## src/rtl/pcal_pkg.sv

```systemverilog
package pcal_pkg;

    // Register addresses (decoded by software, so fixed)
    localparam logic [11:0] ADDR_ISA  = 12'h301;
    localparam logic [11:0] ADDR_MEPC = 12'h341;
    localparam logic [11:0] ADDR_SEPC = 12'h141;
    localparam logic [11:0] ADDR_DPC  = 12'h7B1;

    // ISA extension bit positions
    localparam int unsigned EXT_W  = 26;
    localparam int unsigned BIT_C  = 2;
    localparam int unsigned BIT_D  = 3;
    localparam int unsigned BIT_F  = 5;
    localparam int unsigned MXL_W  = 2;

    // Exception-PC slots
    localparam int unsigned NUM_EPC = 3;
    typedef enum logic [1:0] {
        SLOT_M = 2'd0,
        SLOT_S = 2'd1,
        SLOT_D = 2'd2
    } epc_slot_e;

    typedef struct packed {
        logic                isa;
        logic [NUM_EPC-1:0]  epc;
    } csr_sel_t;

    function automatic csr_sel_t decode_addr(input logic [11:0] a);
        csr_sel_t s;
        s = '0;
        unique case (a)
            ADDR_ISA:  s.isa = 1'b1;
            ADDR_MEPC: s.epc[SLOT_M] = 1'b1;
            ADDR_SEPC: s.epc[SLOT_S] = 1'b1;
            ADDR_DPC:  s.epc[SLOT_D] = 1'b1;
            default:   s = '0;
        endcase
        return s;
    endfunction

    // D depends on F: drop D when F is absent
    function automatic logic [EXT_W-1:0] legalize_ext(input logic [EXT_W-1:0] v);
        logic [EXT_W-1:0] r;
        r = v;
        if (!v[BIT_F]) r[BIT_D] = 1'b0;
        return r;
    endfunction

    // Write would leave a 2-byte aligned PC misaligned
    function automatic logic isa_write_refused(input logic new_c, input logic pc_b1);
        return !new_c && pc_b1;
    endfunction

endpackage

```

## src/rtl/pcal_isa_reg.sv

```systemverilog
module pcal_isa_reg
    import pcal_pkg::*;
#(
    parameter int unsigned XLEN = 64,
    parameter logic [XLEN-1:0] RESET_VAL = {2'b10, {(XLEN-28){1'b0}}, 26'h014112D}
) (
    input  logic             clk,
    input  logic             rst,
    input  logic             wr_en,
    input  logic [XLEN-1:0]  wdata,
    input  logic             pc_b1,
    output logic [XLEN-1:0]  isa_val,
    output logic             c_en
);

    localparam int unsigned GAP_W = XLEN - MXL_W - EXT_W;

    logic [EXT_W-1:0] ext_q;
    logic [EXT_W-1:0] ext_d;
    logic             accept;
    logic             unused_wdata_hi;

    assign unused_wdata_hi = ^wdata[XLEN-1:EXT_W];

    assign accept = wr_en && !isa_write_refused(wdata[BIT_C], pc_b1);
    assign ext_d  = legalize_ext(wdata[EXT_W-1:0]);

    always_ff @(posedge clk) begin
        if (rst) begin
            ext_q <= RESET_VAL[EXT_W-1:0];
        end else if (accept) begin
            ext_q <= ext_d;
        end
    end

    assign isa_val = {RESET_VAL[XLEN-1 -: MXL_W], {GAP_W{1'b0}}, ext_q};
    assign c_en    = ext_q[BIT_C];

    // a refused write leaves every stored bit untouched
    a_r3_refused_write_stable: assert property (@(posedge clk) disable iff (rst)
        (wr_en && !wdata[BIT_C] && pc_b1) |=> $stable(ext_q));

    // accepted write with F clear stores D clear
    a_r4_d_follows_f: assert property (@(posedge clk) disable iff (rst)
        (wr_en && !pc_b1 && !wdata[BIT_F]) |=> !ext_q[BIT_D]);

    // C can only fall when the PC was 4-byte aligned at the write
    a_r3_c_fall_aligned: assert property (@(posedge clk) disable iff (rst)
        (wr_en && pc_b1) |=> !$fell(ext_q[BIT_C]));

endmodule

```

## src/rtl/pcal_epc_bank.sv

```systemverilog
module pcal_epc_bank
    import pcal_pkg::*;
#(
    parameter int unsigned XLEN  = 64,
    parameter int unsigned COUNT = NUM_EPC
) (
    input  logic                        clk,
    input  logic                        rst,
    input  logic [COUNT-1:0]            wr_sel,
    input  logic [XLEN-1:0]             wdata,
    input  logic [XLEN-1:0]             mask,
    output logic [COUNT-1:0][XLEN-1:0]  rd_val
);

    logic [COUNT-1:0][XLEN-1:0] epc_q;

    for (genvar i = 0; i < COUNT; i++) begin : g_slot
        always_ff @(posedge clk) begin
            if (rst) begin
                epc_q[i] <= '0;
            end else if (wr_sel[i]) begin
                epc_q[i] <= {wdata[XLEN-1:1], 1'b0};
            end
        end

        assign rd_val[i] = epc_q[i] & mask;

        // storage is only changed by its own write, never by the mask
        a_r6_epc_hold: assert property (@(posedge clk) disable iff (rst)
            !wr_sel[i] |=> $stable(epc_q[i]));

        // bit 1 can only be hidden in the read path when the mask clears it
        a_r6_bit1_hidden_only_by_mask: assert property (@(posedge clk) disable iff (rst)
            (epc_q[i][1] && !rd_val[i][1]) |-> !mask[1]);

        // a write lands on the next edge
        a_r10_write_lands: assert property (@(posedge clk) disable iff (rst)
            wr_sel[i] |=> (epc_q[i][XLEN-1:1] == $past(wdata[XLEN-1:1])));
    end

endmodule

```

## src/rtl/pcal_align.sv

```systemverilog
module pcal_align
    import pcal_pkg::*;
#(
    parameter int unsigned XLEN = 64
) (
    input  logic             clk,
    input  logic             rst,
    input  logic             c_en,
    input  logic [XLEN-1:0]  redir_target,
    input  logic [XLEN-1:0]  cand_pc,
    output logic [XLEN-1:0]  mask,
    output logic [XLEN-1:0]  redir_pc,
    output logic             misaligned
);

    localparam logic [XLEN-1:0] HALF_BIT = XLEN'(2);

    always_comb begin
        mask = '1;
        if (!c_en) mask = ~HALF_BIT;
    end

    assign redir_pc   = redir_target & mask;
    assign misaligned = |(cand_pc & ~mask);

    // mask shape follows C
    a_r2_mask_shape: assert property (@(posedge clk) disable iff (rst)
        (c_en ? (&mask) : ($countones(~mask) == 1 && !mask[1])));

    // redirect never carries bit 1 while C is off
    a_r8_redirect_bit1: assert property (@(posedge clk) disable iff (rst)
        redir_pc[1] |-> c_en);

    // flag only when C is off and the candidate has bit 1 set
    a_r9_flag_cause: assert property (@(posedge clk) disable iff (rst)
        misaligned |-> (!c_en && cand_pc[1]));

endmodule

```

## src/rtl/pcal_csr_unit.sv

```systemverilog
module pcal_csr_unit
    import pcal_pkg::*;
#(
    parameter int unsigned XLEN = 64,
    parameter logic [XLEN-1:0] ISA_RESET = {2'b10, {(XLEN-28){1'b0}}, 26'h014112D}
) (
    input  logic             clk,
    input  logic             rst,
    input  logic             csr_we,
    input  logic [11:0]      csr_addr,
    input  logic [XLEN-1:0]  csr_wdata,
    output logic [XLEN-1:0]  csr_rdata,
    input  logic [XLEN-1:0]  cur_pc,
    input  logic [XLEN-1:0]  redir_target,
    output logic [XLEN-1:0]  redir_pc,
    input  logic [XLEN-1:0]  cand_pc,
    output logic             pc_misaligned,
    output logic [XLEN-1:0]  align_mask
);

    csr_sel_t                     sel;
    logic [XLEN-1:0]              isa_val;
    logic                         c_en;
    logic [NUM_EPC-1:0][XLEN-1:0] epc_rd;
    logic [NUM_EPC-1:0]           epc_wr;
    logic                         unused_pc_bits;

    assign unused_pc_bits = ^{cur_pc[XLEN-1:2], cur_pc[0]};

    assign sel    = decode_addr(csr_addr);
    assign epc_wr = sel.epc & {NUM_EPC{csr_we}};

    pcal_isa_reg #(
        .XLEN      (XLEN),
        .RESET_VAL (ISA_RESET)
    ) isa_i (
        .clk     (clk),
        .rst     (rst),
        .wr_en   (csr_we && sel.isa),
        .wdata   (csr_wdata),
        .pc_b1   (cur_pc[1]),
        .isa_val (isa_val),
        .c_en    (c_en)
    );

    pcal_align #(
        .XLEN (XLEN)
    ) align_i (
        .clk          (clk),
        .rst          (rst),
        .c_en         (c_en),
        .redir_target (redir_target),
        .cand_pc      (cand_pc),
        .mask         (align_mask),
        .redir_pc     (redir_pc),
        .misaligned   (pc_misaligned)
    );

    pcal_epc_bank #(
        .XLEN  (XLEN),
        .COUNT (NUM_EPC)
    ) epc_i (
        .clk    (clk),
        .rst    (rst),
        .wr_sel (epc_wr),
        .wdata  (csr_wdata),
        .mask   (align_mask),
        .rd_val (epc_rd)
    );

    always_comb begin
        csr_rdata = '0;
        if (sel.isa) csr_rdata = isa_val;
        for (int i = 0; i < NUM_EPC; i++) begin
            if (sel.epc[i]) csr_rdata = epc_rd[i];
        end
    end

    // exception-PC reads never show bit 0
    a_r7_epc_bit0_zero: assert property (@(posedge clk) disable iff (rst)
        (|sel.epc) |-> !csr_rdata[0]);

    // unmapped addresses read zero
    a_r11_unmapped_zero: assert property (@(posedge clk) disable iff (rst)
        (!sel.isa && !(|sel.epc)) |-> (csr_rdata == '0));

endmodule

```

## config.mk

```make
export PLATFORM = sky130hd
export DESIGN_NAME = pcal_csr_unit
export DESIGN_NICKNAME = d
export VERILOG_FILES = /design/src/rtl/pcal_pkg.sv /design/src/rtl/pcal_isa_reg.sv /design/src/rtl/pcal_epc_bank.sv /design/src/rtl/pcal_align.sv /design/src/rtl/pcal_csr_unit.sv
export SDC_FILE = /design/constraint.sdc
export NUM_CORES = 1
export LEC_CHECK = 0
export ABC_AREA = 1
export BUFFER_PORTS_ARGS = -buffer_cell sky130_fd_sc_hd__buf_2
export CAP_MARGIN = 20
export CORE_AREA = 2 2 180 182
export CTS_BUF_LIST = sky130_fd_sc_hd__clkbuf_4
export DETAILED_ROUTE_END_ITERATION = 6
export DIE_AREA = 0 0 182 184
export PLACE_DENSITY = 0.64
export SLEW_MARGIN = 10
export SYNTH_ARGS = -nofsm -noshare
export SYNTH_HDL_FRONTEND = slang
export SYNTH_SLANG_ARGS = --single-unit
```

## constraint.sdc

```tcl
create_clock -name clk -period 2 [get_ports clk]
set_input_delay 0.2 -clock clk [delete_from_list [all_inputs] [get_ports clk]]
set_output_delay 0.2 -clock clk [all_outputs]
set_load 0.01 [all_outputs]
```

After elaboration in Yosys (flattened, before gate mapping)

Index checks and enable logic that the tools add are counted.
W data, S select, Z words.

Multiplexer cells: 10
Equality and inequality tests: 4
Reductions and logical operators: 6
Bitwise logic cells: 7

Operators with widths:

| operator               | count |
|---|---|
| $and A64 B64 Y64       | 5 |
| $mux W64               | 4 |
| $not A64 Y64           | 1 |
| $reduce_or A64 Y1      | 1 |
| $eq A12 B10 Y1 const B | 2 |
| $eq A12 B11 Y1 const B | 1 |
| $eq A12 B9 Y1 const B  | 1 |
| $mux W1                | 5 |
| $and A3 B3 Y3          | 1 |
| $logic_and A1 B1 Y1    | 3 |
| $logic_not A1 Y1       | 2 |
| $mux W2                | 1 |

Bits in registers: 215
Bits of input ports: 271
Output and inout bits: 193

Logic depth before layout (Yosys ltp)

Gate-level depths: netlist (run 1).

Depth after elaboration: 6
Mapped depth: 10

Modules after synthesis

Synthesis (run 1) repeated with hierarchy kept, for this count alone.

Cell total of the unflattened synthesis: 2390
Area total of the unflattened synthesis: 13905.8 sq um

Modules (own cells, without submodules):

| module        | area an instance (sq um) | seq. area each (sq um) | instances | cells an instance |
|---|---|---|---|---|
| pcal_epc_bank | 8739.6                   | 3783.6                 | 1         | 1453 |
| pcal_csr_unit | 2807.7                   | 0.0                    | 1         | 607 |
| pcal_isa_reg  | 1386.3                   | 520.5                  | 1         | 198 |
| pcal_align    | 972.2                    | 0.0                    | 1         | 132 |

Worst setup path before layout (run 1)

OpenSTA, ideal clock, no wires.

Path kind: input port to output port
Start point: input csr_addr[3]
End point: output csr_rdata[8]
Path slack: 0.473 ns
Data arrival time: 1.327 ns
Cell stages on the path: 9
Buffers on the path: 2
Cell sequence: nor2_1 > nand3_1 > nor2_2 > buf_2 > buf_4 > nand3_1 > nand2_1 > nor2_1 > nor2_1

Word-level cells in the longest chain between the ends: 6
Elaborated cells on any way between the ends: 12
Those cells by class: eq/ne: 4; mux: 8

RTL lines:

| element               | line                | source |
|---|---|---|
| start, declared       | pcal_csr_unit.sv:10 | `input logic [11:0] csr_addr,` |
| $eq A12 B10 Y1        | pcal_pkg.sv:32      | `unique case (a)` |
| $mux W1               | pcal_pkg.sv:32      |  |
| $mux W64              | pcal_csr_unit.sv:73 | `if (sel.isa) csr_rdata = isa_val;` |
| $mux W64 (2 in a row) | pcal_csr_unit.sv:75 | `if (sel.epc[i]) csr_rdata = epc_rd[i];` |
| $mux W64 *            | pcal_csr_unit.sv:75 |  |
| end, declared         | pcal_csr_unit.sv:12 | `output logic [XLEN-1:0] csr_rdata,` |

Mark *: on every way between the ends. The rest lies on a longest branch, timed or not.

Final worst setup path (run 1)

Start point: register isa_i.ext_q[2]
End point: output csr_rdata[1]

Word-level cells in the longest chain between the ends: 5
Elaborated cells on any way between the ends: 7
Those cells by class: mux: 4; bitwise: 3

RTL lines:

| element                | line                | source |
|---|---|---|
| start, declared        | pcal_isa_reg.sv:18  | `logic [EXT_W-1:0] ext_q;` |
| start signal, assigned | pcal_isa_reg.sv:30  | `ext_q <= RESET_VAL[EXT_W-1:0];` |
| start signal, assigned | pcal_isa_reg.sv:32  | `ext_q <= ext_d;` |
| $mux W2 *              | pcal_align.sv:20    | `if (!c_en) mask = ~HALF_BIT;` |
| $and A64 B64 Y64       | pcal_epc_bank.sv:26 | `assign rd_val[i] = epc_q[i] & mask;` |
| $mux W64 (2 in a row)  | pcal_csr_unit.sv:75 |  |
| $mux W64 *             | pcal_csr_unit.sv:75 |  |

Marked as above.

==> results of run 1 <==
-- report_power, final --
part | internal [mW] | leakage [nW] | switching [mW]
logic | 0.213 | 5.15 | 0.363
clock network | 2.11 | 0.466 | 1.95
registers | 4.28 | 1.73 | 0.000358
total | 6.60 | 7.34 | 2.31
-- synth_stat cells (all sizes together) --
| master | count | area, µm² |
|---|---|---|
| dfxtp | 215 | 4304 |
| nand4 | 39 | 250.2 |
| nand2 | 396 | 1494 |
| or2 | 23 | 143.9 |
| inv | 201 | 754.5 |
| nor3 | 3 | 48.80 |
| nand3 | 196 | 1003 |
| and2 | 2 | 12.52 |
| clkbuf | 38 | 142.6 |
| conb | 1 | 3.750 |
| buf | 200 | 1346 |
| a21oi | 2 | 10.01 |
| nand3b | 2 | 15.01 |
| clkinv | 1 | 3.750 |
| nor2 | 471 | 1798 |
| o21ai | 63 | 315.3 |
-- metal layers --
metal | vias to the layer above | track usage [%] | wire [µm]
li1 | 5798 | - | -
met1 | 5139 | 24.88 | 14870
met2 | 387 | 33.94 | 15680
met3 | 84 | 5.289 | 2949
met4 | 0 | 8.613 | 1193
met5 | - | 0 | 0
-- kinds of logic after synthesis --
logic type	count (synthesis)	share of synthesized area (%)
other	1	0.03220
DFF	215	36.96
and+or+nand+nor	1132	40.92
buffers and inverters	440	19.30
AOI/OAI and AO/OA	65	2.793
-- sequential cells by signal, indices dropped and copies added, names as in the netlist --
| name | flops |
|---|---|
| isa_i.ext_q | 26 |
| epc_i.epc_q | 189 |
-- worst min-delay path by stage --
stage | to | start | slack [ns]
floorplan | epc_i.epc_q[129]$_SDFFE_PP0P_ | csr_wdata[1] | 0.33
global placement | redir_pc[20] | redir_target[20] | 0.40
detailed placement | redir_pc[20] | redir_target[20] | 0.40
CTS | isa_i.ext_q[3]$_SDFFE_PP1P_ | cur_pc[1] | 0.02
global route | isa_i.ext_q[3]$_SDFFE_PP1P_ | cur_pc[1] | 0.07
finish | isa_i.ext_q[3]$_SDFFE_PP1P_ | cur_pc[1] | 0.07
-- what timing repair did --
action	4_1_cts	5_1_grt
pin swaps	0	5
endpoints found under the setup margin	2	7
hold endpoints to repair	215	0
hold buffers	66	0
gates resized for setup	3	4
buffers inserted	2	1
-- worst reg2reg max path, cell delays in order (launching register included) --
cell and delay, ns:
dfxtp_4 0.35, buf_4 0.14, buf_4 0.13, nand2_1 0.05, nand3_1 0.06
-- stage by stage --
| stage | util (%) | total power, mW | area [µm²] | cells | setup TNS, ns |
|---|---|---|---|---|---|
| 2_1_floorplan | - | 4.849 | 11880 | 1915 | 0 |
| 3_3_place_gp | 39.15 | 4.838 | 12290 | 2280 | 0 |
| 3_5_place_dp | 39.15 | 4.843 | 12290 | 2280 | 0 |
| 4_1_cts | 43.79 | 9.026 | 13750 | 2459 | 0 |
| 5_1_grt | 43.89 | 9.319 | 13780 | 2464 | -0.07062 |
| 6_report | 43.89 | 8.912 | 13780 | 2464 | 0 |
-- final cells by class --
type	count	area (µm²)	area share, %
clock buffer	93	698.2	5.068
multi-input combinational	1260	5366	38.95
clock inverter	18	75.07	0.5449
antenna	4	10.01	0.07265
timing repair buffer	270	2053	14.90
inverter	202	763.2	5.540
sequential	215	4308	31.27
tap	402	503.0	3.651
==> results.sh, run 1 <==
export IMPL_setup_violations=0
export IMPL_p_leak_nw=7.344
export IMPL_path_buf_inv=3
export IMPL_grt_use_total_pct=20.34
export IMPL_drt_iter0_drc=784
export IMPL_fin_crit_sh_pct=95.66
export IMPL_skew_ns=0
export IMPL_path_class="reg2out"
export IMPL_postLayoutSetupSlackWorst_ns=0.08686
export IMPL_insertion_delay_ns=0.67
export IMPL_cp_start_kind="register"
export IMPL_drc=0
export IMPL_vias=11408
export IMPL_h_tree_depth=2
export IMPL_synth_seq_cells=215
export IMPL_regToRegEndpoint="isa_i.ext_q[2]$_SDFFE_PP1P_"
export IMPL_start_util_pct=37.10
export IMPL_wl_um=34700
export IMPL_ys_seq_area_share_pct=36.96
export IMPL_r2r_slack_ns=1.16
export IMPL_max_freq_ghz=0.5227
export IMPL_synth_avg_cell_area_um2=6.285
export IMPL_grt_pass1_wl_um=54830
export IMPL_reg2reg_depth=4
export IMPL_drive_above_1_share_pct=17.20
export IMPL_crit_path_top_delay_cell="dfxtp_4"
export IMPL_grt_pass1_vias=10700
export IMPL_grt_setup_unrepaired="yes"
export IMPL_synth_area_um2=11650
export IMPL_post_drt_wl_per_cell_um=14.08
export IMPL_hold_viol=0
export IMPL_cts_num_sinks=215
export IMPL_io_pins=464
export IMPL_drv_slew=0
export IMPL_max_cap_viol_count=0
export IMPL_grt_overflow=0
export IMPL_endpoint="csr_rdata[1]"
export IMPL_final_nets=2281
export IMPL_antenna_found_initial=4
export IMPL_crit_arrival_ns=1.71
export IMPL_status="completed"
export IMPL_coreArea_um2=31390
export IMPL_portBuffers=148
export IMPL_gp_congestion=0.7569
export IMPL_place_ws_ns=0.08977
export IMPL_ys_types=28
export IMPL_r2r_start="isa_i.ext_q[2]$_SDFFE_PP1P_"
export IMPL_period_minus_slack_ns=1.913
export IMPL_die_w_um=182
export IMPL_vdd_drop_max_mv=0.4093
export IMPL_grt_max_degree=73
export IMPL_hold_depth=5
export IMPL_critPathTopFamily="buffers and inverters"
export IMPL_syn_to_final_growth_pct=18.30
export IMPL_cp_cell_sequence="buf_4, buf_4, a21oi_1, nor2_2, buf_2"
export IMPL_crit_path_max_incr_delay_ns=0.35
export IMPL_final_cell_mix="460 x nor2_1, 392 x nand2_1, 214 x dfxtp_1"
export IMPL_ys_warnings_count=0
export IMPL_cp_depth=5
export IMPL_cp_end_kind="primary output"
export IMPL_p_per_area_nw_per_um2=646.9
export IMPL_fill_cells=3266
export IMPL_hpwl_um=21720
export IMPL_layout_commonest_cell="nor2_1"
export IMPL_core_rowCount=65
export IMPL_ant_nets=0
export IMPL_hold_ws_ns=0.07028
export IMPL_viasPerCell=4.630
export IMPL_cts_buffers=61
export IMPL_clkTransAtPathRegs_ns=0.07
export IMPL_crit_required_ns=1.80
export IMPL_path_common_cell="buf_4"
export IMPL_die_h_um=184
export IMPL_critPathLaunch="isa_i.ext_q[2]$_SDFFE_PP1P_"
export IMPL_cts_tree="built"
export IMPL_worstHoldPathType="in2reg"
export IMPL_worst_path_max_fanout=3
export IMPL_cts_root_buf="clkbuf_4"
export IMPL_synthCells=1853
export IMPL_die_area_um2=33490
export IMPL_clk_path_buf_depth=3
export IMPL_dr_pass1_iters=5
No activity file was read; power rests on OpenSTA's default activity.
==> run 2: changes to the inputs <==
Settings changed: CORE_AREA 2 2 180 182 to 2 2 182 184, DIE_AREA 0 0 182 184 to 0 0 184 186, PLACE_DENSITY 0.64 to 0.63.
==> run 2 against run 1 <==
First-iteration DRC count decreased by 4.0%. Combinational power is 2% lower. Sequential power barely moved. Register-to-register slack better by 0.18 ns. Routed wire length rose by 0.88%. Critical path depth rose by 5. Sequential share of layout area barely moved. Cell count decreased by 0.12%. Setup slack better by 0.066 ns. Sequential cell count unchanged. Power grew 4.2%. Non-clock buffer count fell by 12. Largest cell class unchanged.
==> results.sh, run 2 (same netlist as run 1, synthesis figures left out) <==
export IMPL_p_total_mw=9.288
export IMPL_antenna_found_initial=8
export IMPL_regToRegEndpoint="isa_i.ext_q[2]$_SDFFE_PP1P_"
export IMPL_vias=11285
export IMPL_crit_arrival_ns=1.65
export IMPL_grt_pass1_vias=10484
export IMPL_regArea_um2=4305
export IMPL_grtUsageMet2_pct=33.07
export IMPL_setup_violations=0
export IMPL_r2r_start="isa_i.ext_q[2]$_SDFFE_PP1P_"
export IMPL_ant_nets=0
export IMPL_io_pins=464
export IMPL_r2r_slack_ns=1.34
export IMPL_met1_usage_pct=24.71
export IMPL_top_regs="epc_i.epc_q x189, isa_i.ext_q x26"
export IMPL_crit_required_ns=1.80
export IMPL_hpwl_um=21690
export IMPL_core_rowCount=66
export IMPL_post_cts_setup_buffers=0
export IMPL_grt_max_degree=91
export IMPL_whs_endpoint="epc_i.epc_q[79]$_SDFFE_PP0P_"
export IMPL_max_cap_viol_count=0
export IMPL_worst_path_max_fanout=12
export IMPL_p_per_area_nw_per_um2=675.5
export IMPL_cts_tree="built"
export IMPL_drc=0
export IMPL_drive_above_1_share_pct=16.57
export IMPL_start_util_pct=36.16
export IMPL_grt_pass1_wl_um=54740
export IMPL_fill_cells=3402
export IMPL_die_area_um2=34220
export IMPL_cp_end_kind="primary output"
export IMPL_cts_buffers=68
export IMPL_path_class="in2out"
export IMPL_fin_crit_sh_pct=92.35
export IMPL_largest_register_ffs=189
export IMPL_grt_busiest_layer="met2"
export IMPL_h_tree_depth=3
export IMPL_largest_register="epc_i.epc_q"
export IMPL_reg2reg_depth=2
export IMPL_p_leak_nw=7.309
export IMPL_viasPerCell=4.586
export IMPL_insertion_delay_ns=0.63
export IMPL_hold_depth=4
export IMPL_multi_input_area_um2=5354
export IMPL_post_drt_wl_per_cell_um=14.22
export IMPL_die_h_um=186
export IMPL_wl_um=35000
export IMPL_coreArea_um2=32210
export IMPL_worstHoldPathType="in2reg"
export IMPL_cts_num_sinks=215
export IMPL_syn_to_final_growth_pct=18.06
export IMPL_drt_iter0_drc=753
export IMPL_die_w_um=184
export IMPL_skew_ns=0
export IMPL_cts_root_buf="clkbuf_4"
export IMPL_vdd_drop_max_mv=0.4394
export IMPL_final_cell_mix="462 x nor2_1, 393 x nand2_1, 214 x dfxtp_1"
export IMPL_fin_tns_setup_ns=0
export IMPL_grt_use_total_pct=20.43
export IMPL_portBuffers=148
export IMPL_min_from="csr_we"
export IMPL_period_minus_slack_ns=1.847
export IMPL_final_nets=2276
export IMPL_clk_path_buf_depth=3
export IMPL_layout_commonest_cell="nor2_1"
export IMPL_met3_usage_pct=7.552
export IMPL_grt_overflow=0
export IMPL_hold_ws_ns=0.09290
export IMPL_cp_start_kind="input port"
export IMPL_clkTransAtPathRegs_ns=0.06
export IMPL_hold_viol=0
export IMPL_status="completed"
export IMPL_gp_congestion=0.7826
export IMPL_dr_pass1_iters=5
export IMPL_max_freq_ghz=0.5414
export IMPL_drv_slew=0
## run 2: worst max path at each step
stage | start | to | slack [ns] | cells after the start
5_1_grt | csr_addr[4] | csr_rdata[31] | -0.01 | 10
4_1_cts | isa_i.ext_q[2]$_SDFFE_PP1P_ | csr_rdata[1] | 0.11 | 6
2_1_floorplan | csr_addr[3] | csr_rdata[8] | 0.47 | 9
3_3_place_gp | csr_addr[4] | csr_rdata[45] | 0.16 | 10
6_report | csr_addr[4] | csr_rdata[31] | 0.15 | 10
3_5_place_dp | csr_addr[4] | csr_rdata[31] | 0.15 | 10
## run 2: final cells by class
type / count / area share, %
flip-flops and latches: 215 / 31.31
well taps: 408 / 3.713
clock inverters: 19 / 1.101
multi-input cells: 1260 / 38.94
clock buffers: 92 / 5.023
inverters: 202 / 5.551
repair buffers: 258 / 14.23
diodes: 7 / 0.1274
## run 2: what timing repair did
item | in CTS | in global routing
resized for setup | 1 | 0
endpoints found under the hold margin | 215 | 0
endpoints found under the setup margin | 1 | 0
hold buffers | 65 | 0
## run 2: critical path, stage by stage
cell	delay (ns)
buf_2	0.11
nor2_2	0.19
nand3_4	0.19
inv_2	0.26
buf_4	0.28
nand3_1	0.10
nand3_1	0.07
nand2_1	0.05
inv_1	0.06
buf_2	0.12
## run 2: routing by layer
layer  share of wire [%]  wire length [µm]  vias up
met1                  43             14990     5016
met5               0.037                13        -
met4                 2.4               848        2
met3                  10              3527       72
met2                  45             15630      400
li1                    -                 -     5795
## run 2: where the power goes
part	internal (mW)	switching (mW)
registers	4.28	0.000366
clock network	2.49	1.94
logic	0.209	0.358
total	6.99	2.30
## run 2: stage by stage
| step | utilization, % | cell area [µm²] | cells | setup slack [ns] |
|---|---|---|---|---|
| final | 42.69 | 13750 | 2461 | 0.1530 |
| after global routing | 42.69 | 13750 | 2461 | -0.01194 |
| after CTS | 42.64 | 13730 | 2454 | 0.1142 |
| after detailed placement | 38.00 | 12240 | 2278 | 0.1463 |
| after global placement | 38.00 | 12240 | 2278 | 0.1628 |
| after floorplan | - | 11880 | 1915 | 0.4733 |
